==> src/rtl/irq_agg_pkg.sv <==
package irq_agg_pkg;
  parameter int BANK_CNT = 3;
  parameter int BANK_W   = 8;
  parameter int ADDR_W   = 4;
  parameter int SRC_CNT  = BANK_CNT * BANK_W;
  // reserved source positions: 12 and 23
  parameter logic [SRC_CNT-1:0] RSV_SRC = (SRC_CNT'(1) << 12) | (SRC_CNT'(1) << 23);

  typedef struct packed {
    logic                clrAll;
    logic [BANK_CNT-1:0] wrLine;
    logic [BANK_CNT-1:0] wrStat;
    logic [BANK_W-1:0]   wrData;
    logic                rdEn;
    logic [ADDR_W-1:0]   rdAddr;
  } ctlStrobe_t;
endpackage

==> src/rtl/irq_agg_bank.sv <==
module irq_agg_bank #(
  parameter int BW = 8,
  parameter logic [BW-1:0] RSV_BITS = '0
) (
  input  logic          clk,
  input  logic          rstN,
  input  logic [BW-1:0] rise,
  input  logic          clrAll,
  input  logic          wrLine,
  input  logic          wrStat,
  input  logic [BW-1:0] wrData,
  output logic [BW-1:0] stat,
  output logic [BW-1:0] lineMask,
  output logic [BW-1:0] statMask,
  output logic          pend
);
  logic [BW-1:0] arm;

  // an edge counts only when enabled and not on a reserved position
  assign arm = rise & ~statMask & ~RSV_BITS;

  always_ff @(posedge clk or negedge rstN) begin
    if (!rstN) begin
      stat     <= '0;
      lineMask <= '1;
      statMask <= '1;
    end else begin
      if (clrAll) stat <= arm;
      else        stat <= stat | arm;
      if (wrLine) lineMask <= wrData;
      if (wrStat) statMask <= wrData;
    end
  end

  assign pend = |(stat & ~lineMask);

  a_r3_mask_blocks: assert property (@(posedge clk) disable iff (!rstN)
    ((stat & ~$past(stat)) & ~$past(rise & ~statMask)) == '0);
  a_r4_hold: assert property (@(posedge clk) disable iff (!rstN)
    !clrAll |=> (stat & $past(stat)) == $past(stat));
  a_r5_clear: assert property (@(posedge clk) disable iff (!rstN)
    clrAll |=> (stat & ~$past(rise & ~statMask)) == '0);
  a_r6_clear_keeps_edge: assert property (@(posedge clk) disable iff (!rstN)
    (clrAll && arm != '0) |=> (stat & $past(arm)) == $past(arm));
  a_r7_reserved: assert property (@(posedge clk) disable iff (!rstN)
    (stat & RSV_BITS) == '0);
endmodule

==> src/rtl/irq_agg_ctrl.sv <==
module irq_agg_ctrl
  import irq_agg_pkg::*;
(
  input  logic              clk,
  input  logic              rstN,
  input  logic              hostStart,
  input  logic [ADDR_W-1:0] hostAddr,
  input  logic              hostWrEn,
  input  logic [BANK_W-1:0] hostWrData,
  input  logic              hostRdEn,
  output ctlStrobe_t        ctl
);
  localparam int STAT_BASE = 0;
  localparam int LINE_BASE = BANK_CNT;
  localparam int SMSK_BASE = 2 * BANK_CNT;

  logic [ADDR_W-1:0] ptr;
  logic [ADDR_W-1:0] effAddr;
  logic              acc;

  assign effAddr = hostStart ? hostAddr : ptr;
  assign acc     = hostRdEn | hostWrEn;

  always_ff @(posedge clk or negedge rstN) begin
    if (!rstN)          ptr <= '0;
    else if (acc)       ptr <= effAddr + ADDR_W'(1);
    else if (hostStart) ptr <= hostAddr;
  end

  always_comb begin
    ctl        = '0;
    ctl.wrData = hostWrData;
    ctl.rdEn   = hostRdEn;
    ctl.rdAddr = effAddr;
    for (int b = 0; b < BANK_CNT; b++) begin
      if (hostWrEn && effAddr == ADDR_W'(STAT_BASE + b)) ctl.clrAll    = 1'b1;
      if (hostWrEn && effAddr == ADDR_W'(LINE_BASE + b)) ctl.wrLine[b] = 1'b1;
      if (hostWrEn && effAddr == ADDR_W'(SMSK_BASE + b)) ctl.wrStat[b] = 1'b1;
    end
  end

  a_r9_ptr_step: assert property (@(posedge clk) disable iff (!rstN)
    acc |=> ptr == $past(effAddr) + ADDR_W'(1));
  a_r5_one_clear_src: assert property (@(posedge clk) disable iff (!rstN)
    $onehot0({ctl.clrAll, |ctl.wrLine, |ctl.wrStat}));
endmodule

==> src/rtl/irq_agg_datapath.sv <==
module irq_agg_datapath
  import irq_agg_pkg::*;
(
  input  logic               clk,
  input  logic               rstN,
  input  logic [SRC_CNT-1:0] srcEvt,
  input  ctlStrobe_t         ctl,
  output logic [BANK_W-1:0]  rdData,
  output logic               rdValid,
  output logic               irqOut
);
  localparam int LINE_BASE = BANK_CNT;
  localparam int SMSK_BASE = 2 * BANK_CNT;

  logic [SRC_CNT-1:0]  srcPrev;
  logic [SRC_CNT-1:0]  rise;
  logic [BANK_W-1:0]   statV  [BANK_CNT];
  logic [BANK_W-1:0]   lineV  [BANK_CNT];
  logic [BANK_W-1:0]   smskV  [BANK_CNT];
  logic [BANK_CNT-1:0] pendV;
  logic [BANK_W-1:0]   rdMux;

  always_ff @(posedge clk or negedge rstN) begin
    if (!rstN) srcPrev <= '0;
    else       srcPrev <= srcEvt;
  end
  assign rise = srcEvt & ~srcPrev;

  for (genvar b = 0; b < BANK_CNT; b++) begin : g_bank
    irq_agg_bank #(
      .BW(BANK_W),
      .RSV_BITS(RSV_SRC[b*BANK_W +: BANK_W])
    ) u_bank (
      .clk     (clk),
      .rstN    (rstN),
      .rise    (rise[b*BANK_W +: BANK_W]),
      .clrAll  (ctl.clrAll),
      .wrLine  (ctl.wrLine[b]),
      .wrStat  (ctl.wrStat[b]),
      .wrData  (ctl.wrData),
      .stat    (statV[b]),
      .lineMask(lineV[b]),
      .statMask(smskV[b]),
      .pend    (pendV[b])
    );
  end

  always_comb begin
    rdMux = '0;
    for (int b = 0; b < BANK_CNT; b++) begin
      if (ctl.rdAddr == ADDR_W'(b))             rdMux = statV[b];
      if (ctl.rdAddr == ADDR_W'(LINE_BASE + b)) rdMux = lineV[b];
      if (ctl.rdAddr == ADDR_W'(SMSK_BASE + b)) rdMux = smskV[b];
    end
  end

  always_ff @(posedge clk or negedge rstN) begin
    if (!rstN) begin
      rdData  <= '0;
      rdValid <= 1'b0;
    end else begin
      rdValid <= ctl.rdEn;
      if (ctl.rdEn) rdData <= rdMux;
    end
  end

  assign irqOut = |pendV;

  a_r11_valid_follows: assert property (@(posedge clk) disable iff (!rstN)
    ctl.rdEn |=> rdValid);
  a_r11_valid_only: assert property (@(posedge clk) disable iff (!rstN)
    !ctl.rdEn |=> !rdValid);
endmodule

==> src/rtl/evt_irq_agg.sv <==
module evt_irq_agg
  import irq_agg_pkg::*;
(
  input  logic               clk,
  input  logic               rstN,
  input  logic [SRC_CNT-1:0] srcEvt,
  input  logic               hostStart,
  input  logic [ADDR_W-1:0]  hostAddr,
  input  logic               hostWrEn,
  input  logic [BANK_W-1:0]  hostWrData,
  input  logic               hostRdEn,
  output logic [BANK_W-1:0]  hostRdData,
  output logic               hostRdValid,
  output logic               irqOut
);
  ctlStrobe_t ctl;

  irq_agg_ctrl u_ctrl (
    .clk       (clk),
    .rstN      (rstN),
    .hostStart (hostStart),
    .hostAddr  (hostAddr),
    .hostWrEn  (hostWrEn),
    .hostWrData(hostWrData),
    .hostRdEn  (hostRdEn),
    .ctl       (ctl)
  );

  irq_agg_datapath u_dp (
    .clk    (clk),
    .rstN   (rstN),
    .srcEvt (srcEvt),
    .ctl    (ctl),
    .rdData (hostRdData),
    .rdValid(hostRdValid),
    .irqOut (irqOut)
  );

  a_r1_irq_low_reset: assert property (@(posedge clk) $rose(rstN) |-> !irqOut);
endmodule

==> config.mk <==
export PLATFORM = sky130hd
export DESIGN_NAME = evt_irq_agg
export DESIGN_NICKNAME = d
export VERILOG_FILES = /design/src/rtl/irq_agg_pkg.sv /design/src/rtl/irq_agg_bank.sv /design/src/rtl/irq_agg_ctrl.sv /design/src/rtl/irq_agg_datapath.sv /design/src/rtl/evt_irq_agg.sv
export SDC_FILE = /design/constraint.sdc
export NUM_CORES = 1
export LEC_CHECK = 0
export BUFFER_PORTS_ARGS = -buffer_cell sky130_fd_sc_hd__buf_2
export CAP_MARGIN = 10
export CORE_ASPECT_RATIO = 1.5
export CORE_MARGIN = 5
export CORE_UTILIZATION = 53
export CTS_CLUSTER_SIZE = 14
export DETAILED_ROUTE_END_ITERATION = 16
export PLACE_DENSITY_LB_ADDON = 0.25
export SKIP_CTS_REPAIR_TIMING = 1
export SLEW_MARGIN = 20
export SYNTH_ARGS = -nofsm -noshare
export SYNTH_HDL_FRONTEND = slang
export SYNTH_SLANG_ARGS = --single-unit
==> constraint.sdc <==
create_clock -name clk -period 2.1 [get_ports clk]
set_input_delay 0.315 -clock clk [delete_from_list [all_inputs] [get_ports clk]]
set_output_delay 0.315 -clock clk [all_outputs]
set_load 0.01 [all_outputs]
==> summary.md <==
| Metric | Value |
|---|---|
| Status | `finished, violations left` |
| Violations in the final reports | `setup timing` |
| Commonest non-fill, non-tap cell in the layout | `dfrtp_1` |
| Mapped Cells | `390` |
| Clock skew | `7.186 ps` |
| Syn Nets | `435` |
| Fin cells | `580` |
| Highest routed layer | `met4` |
| Post-synth EDFFs | `0` |
| Synth-to-layout area growth | `20.38%` |
| Sequential share of the synthesized area | `0.5656` |
| CTS tree | `yes` |
| Main combinational cell family by area after synthesis | `compound AO/OA/AOI/OAI gates` |
| Synth Flop Type | `dfrtp_1` |
| Setup slack after layout | `-150.3 ps` |
| Max_slew headroom | `0.6520` |
| Fmax | `444.4 MHz` |
| Cells after DPL | `562` |
| Total I/O pin count | `51` |
| WP buf/inv | `2` |
| PD cells | `1257 nW/um2` |
| Port Buf Inserts | `48` |
| First drt pass iteration count | `4` |
| Critical Path RT | `1780 ps` |
| Cell area after layout | `5720 um2` |
| Total CTS buffers | `9` |
| Mapped Area | `4752 um2` |
| Final min period | `2250 ps` |
| Final-report hold violation count | `0` |
| DR iter-0 viols | `245` |
| First-pass GRT wire length | `18510 um` |
| Met3 wire length | `503 um` |
| Worst Tran Pin Value | `522.1 ps` |
| Met1 wire length | `4629 um` |
| Worst slack at placement | `-170.4 ps` |
| Critical path class | `reg2out` |
| Xor and xnor fraction of the mapped netlist area | `0.005529` |
| Worst hold stages | `1` |
| Fin crit share | `1.072` |
| Met2 wire len | `5803 um` |
| Share of post-route cells with drive strength above 1 | `0.4511` |
| Row count | `42` |
| Antenna violations before repair | `0` |
| Drt total wl | `11220 um` |
| Inserted Diodes | `0` |
| H-Tree Level Count | `3` |
| Setup TNS | `-150.3 ps` |
| Final Net Count | `511` |
| GRT Total Usage | `0.2162` |
| CP max stage cell | `dfstp_2` |
| Die Height | `126.0 um` |
| Critical path's top delay family | `simple AND/OR/NAND/NOR gates` |
| CTS clk-pin slew, worst paths | `70 ps` |
| Async SR Flop Fraction | `1.000` |
| End-of-flow core utilization | `0.6518` |
| Static Leak | `2.539 nW` |
| CORE AREA | `8776 um2` |
| CP startpoint kind | `flip-flop` |
| Endpoints failing setup | `1` |
| Max Cap Viol | `0` |
| Largest net degree at the start of global routing | `38` |
| Reg2Reg Depth | `9` |
| Root Buffer | `clkbuf_16` |
| Post-DP HPWL | `8039 um` |
| Synth unique cells | `48` |
| Latest clock arrival within the worst-skew pair | `350 ps` |
| Post-synthesis simple-gate area fraction | `0.08636` |
| Worst-path maximum fanout | `3` |
| Post-layout power | `7.192 mW` |
| Syn avg cell area | `12.18 um2` |
| Worst min path class | `in2reg` |
| DRC errors left | `0` |
| Max clock buf depth | `2` |
| CTS Sinks | `105` |
| Worst path max stage delay | `540 ps` |
| GP Congestion | `0.8430` |
| Post-route antenna net violation count | `0` |
| Initial core utilization | `0.5415` |
| Die Area | `11000 um2` |
| Yosys reg bits | `105` |
| Commonest non-fill, non-tap cells in the layout | `dfrtp_1, mux2_2, dfstp_2` |
| Worst EP arrival | `1940 ps` |
| Vias | `3460` |
| Adder and majority gate portion of the synthesized area | `0.01053` |
| DP Area | `5354 um2` |
| CP cell instances | `inv_1, a221oi_1, nand4_1, or4_1, buf_2` |
| Worst vdd ir | `0.6955 mV` |
| Post-synthesis mux area share | `0.1222` |
| Die X | `87.32 um` |
| Synth Warn # | `0` |
| Vias/cell | `5.966` |
| CP Depth | `5` |
| Fin Hold WS | `86.21 ps` |
| Vias in the first global route | `3627` |
| Setup crit end kind | `output port` |
| Complex-gate fraction of the synthesized area | `0.1725` |
| RSZ-0062 raised after global routing | `true` |
| Grt ovf | `0` |
| Slew Limit Fails | `0` |
| WL per Instance | `19.34 um` |
==> synthesized netlist by cell type (4+ instances only) <==
cell type  number  area, um2
dfrtp_1        57       1426
dfstp_2        48       1261
mux2_2         48      540.5
nand2_1        29      108.9
inv_1          28      105.1
nand2b_1       25      156.4
o21ai_0        25      125.1
a32oi_1        15      131.4
a22o_1          8      70.07
o22ai_1         8      50.05
a221oi_1        7      61.31
clkbuf_1        7      26.28
o211a_1         7      70.07
o21a_1          7      52.55
o211ai_1        6      45.04
a221o_1         5      50.05
nor2_1          5      18.77
o21ai_1         5      25.02
ha_1            4      50.05
mux2i_1         4      40.04
==> metal layers <==
metal	global-route usage	up-vias
li1	-	1586
met1	0.2851	1767
met2	0.3455	83
met3	0.04444	24
met4	0.08762	0
met5	0	-
==> final timing paths <==
kind,from,end,slack (ps)
worst max register to register,u_ctrl.ptr[0],u_dp.rdData[3],90
max in group asynchronous,rstN,u_dp.g_bank[1].u_bank.statMask[0],960
worst min-delay path,srcEvt[10],u_dp.srcPrev[10],90
min in group asynchronous,rstN,u_dp.g_bank[0].u_bank.stat[5],490
worst max-delay path,u_dp.g_bank[2].u_bank.lineMask[3],irqOut,-150
worst min register to register,u_dp.srcPrev[19],u_dp.g_bank[2].u_bank.stat[3],500
==> worst register-to-register path: cells and delay by family (launching register included) <==
kind | cells | cell delay (ps)
flops | 1 | 390
fa+ha+maj | 1 | 210
mux | 1 | 190
buf+inv | 2 | 240
simple gates | 1 | 180
compound gates | 4 | 680
==> flip-flops by register name, indices dropped and copies added (netlist names) <==
signal                       flops
u_ctrl.ptr                       4
u_dp.g_bank.u_bank.lineMask     24
u_dp.g_bank.u_bank.stat         22
u_dp.g_bank.u_bank.statMask     24
u_dp.rdData                      8
u_dp.rdValid                     1
u_dp.srcPrev                    22
==> cell type report <==
cell class	instances	area [um2]
Fill cell	693	3055
Tap cell	110	137.6
Clock inverter	4	28.78
Inverter	28	105.1
Sequential cell	105	2688
Multi-Input combinational cell	244	1998
Clock buffer	11	242.7
Timing Repair Buffer	78	520.5
==> cells by family after synthesis <==
kind of cell | after synthesis
mux | 52
fa+ha+maj | 4
compound gates | 109
buf+inv | 42
xor+xnor | 3
flops | 105
simple gates | 75
==> report_power, final <==
part           switching [mW]  internal (mW)  total (mW)
combinational           0.896          0.979        1.87
clock                   0.734          0.833        1.57
sequential              0.626           3.12        3.75
total                    2.26           4.94        7.19
Power figures use the tool's default switching activity.
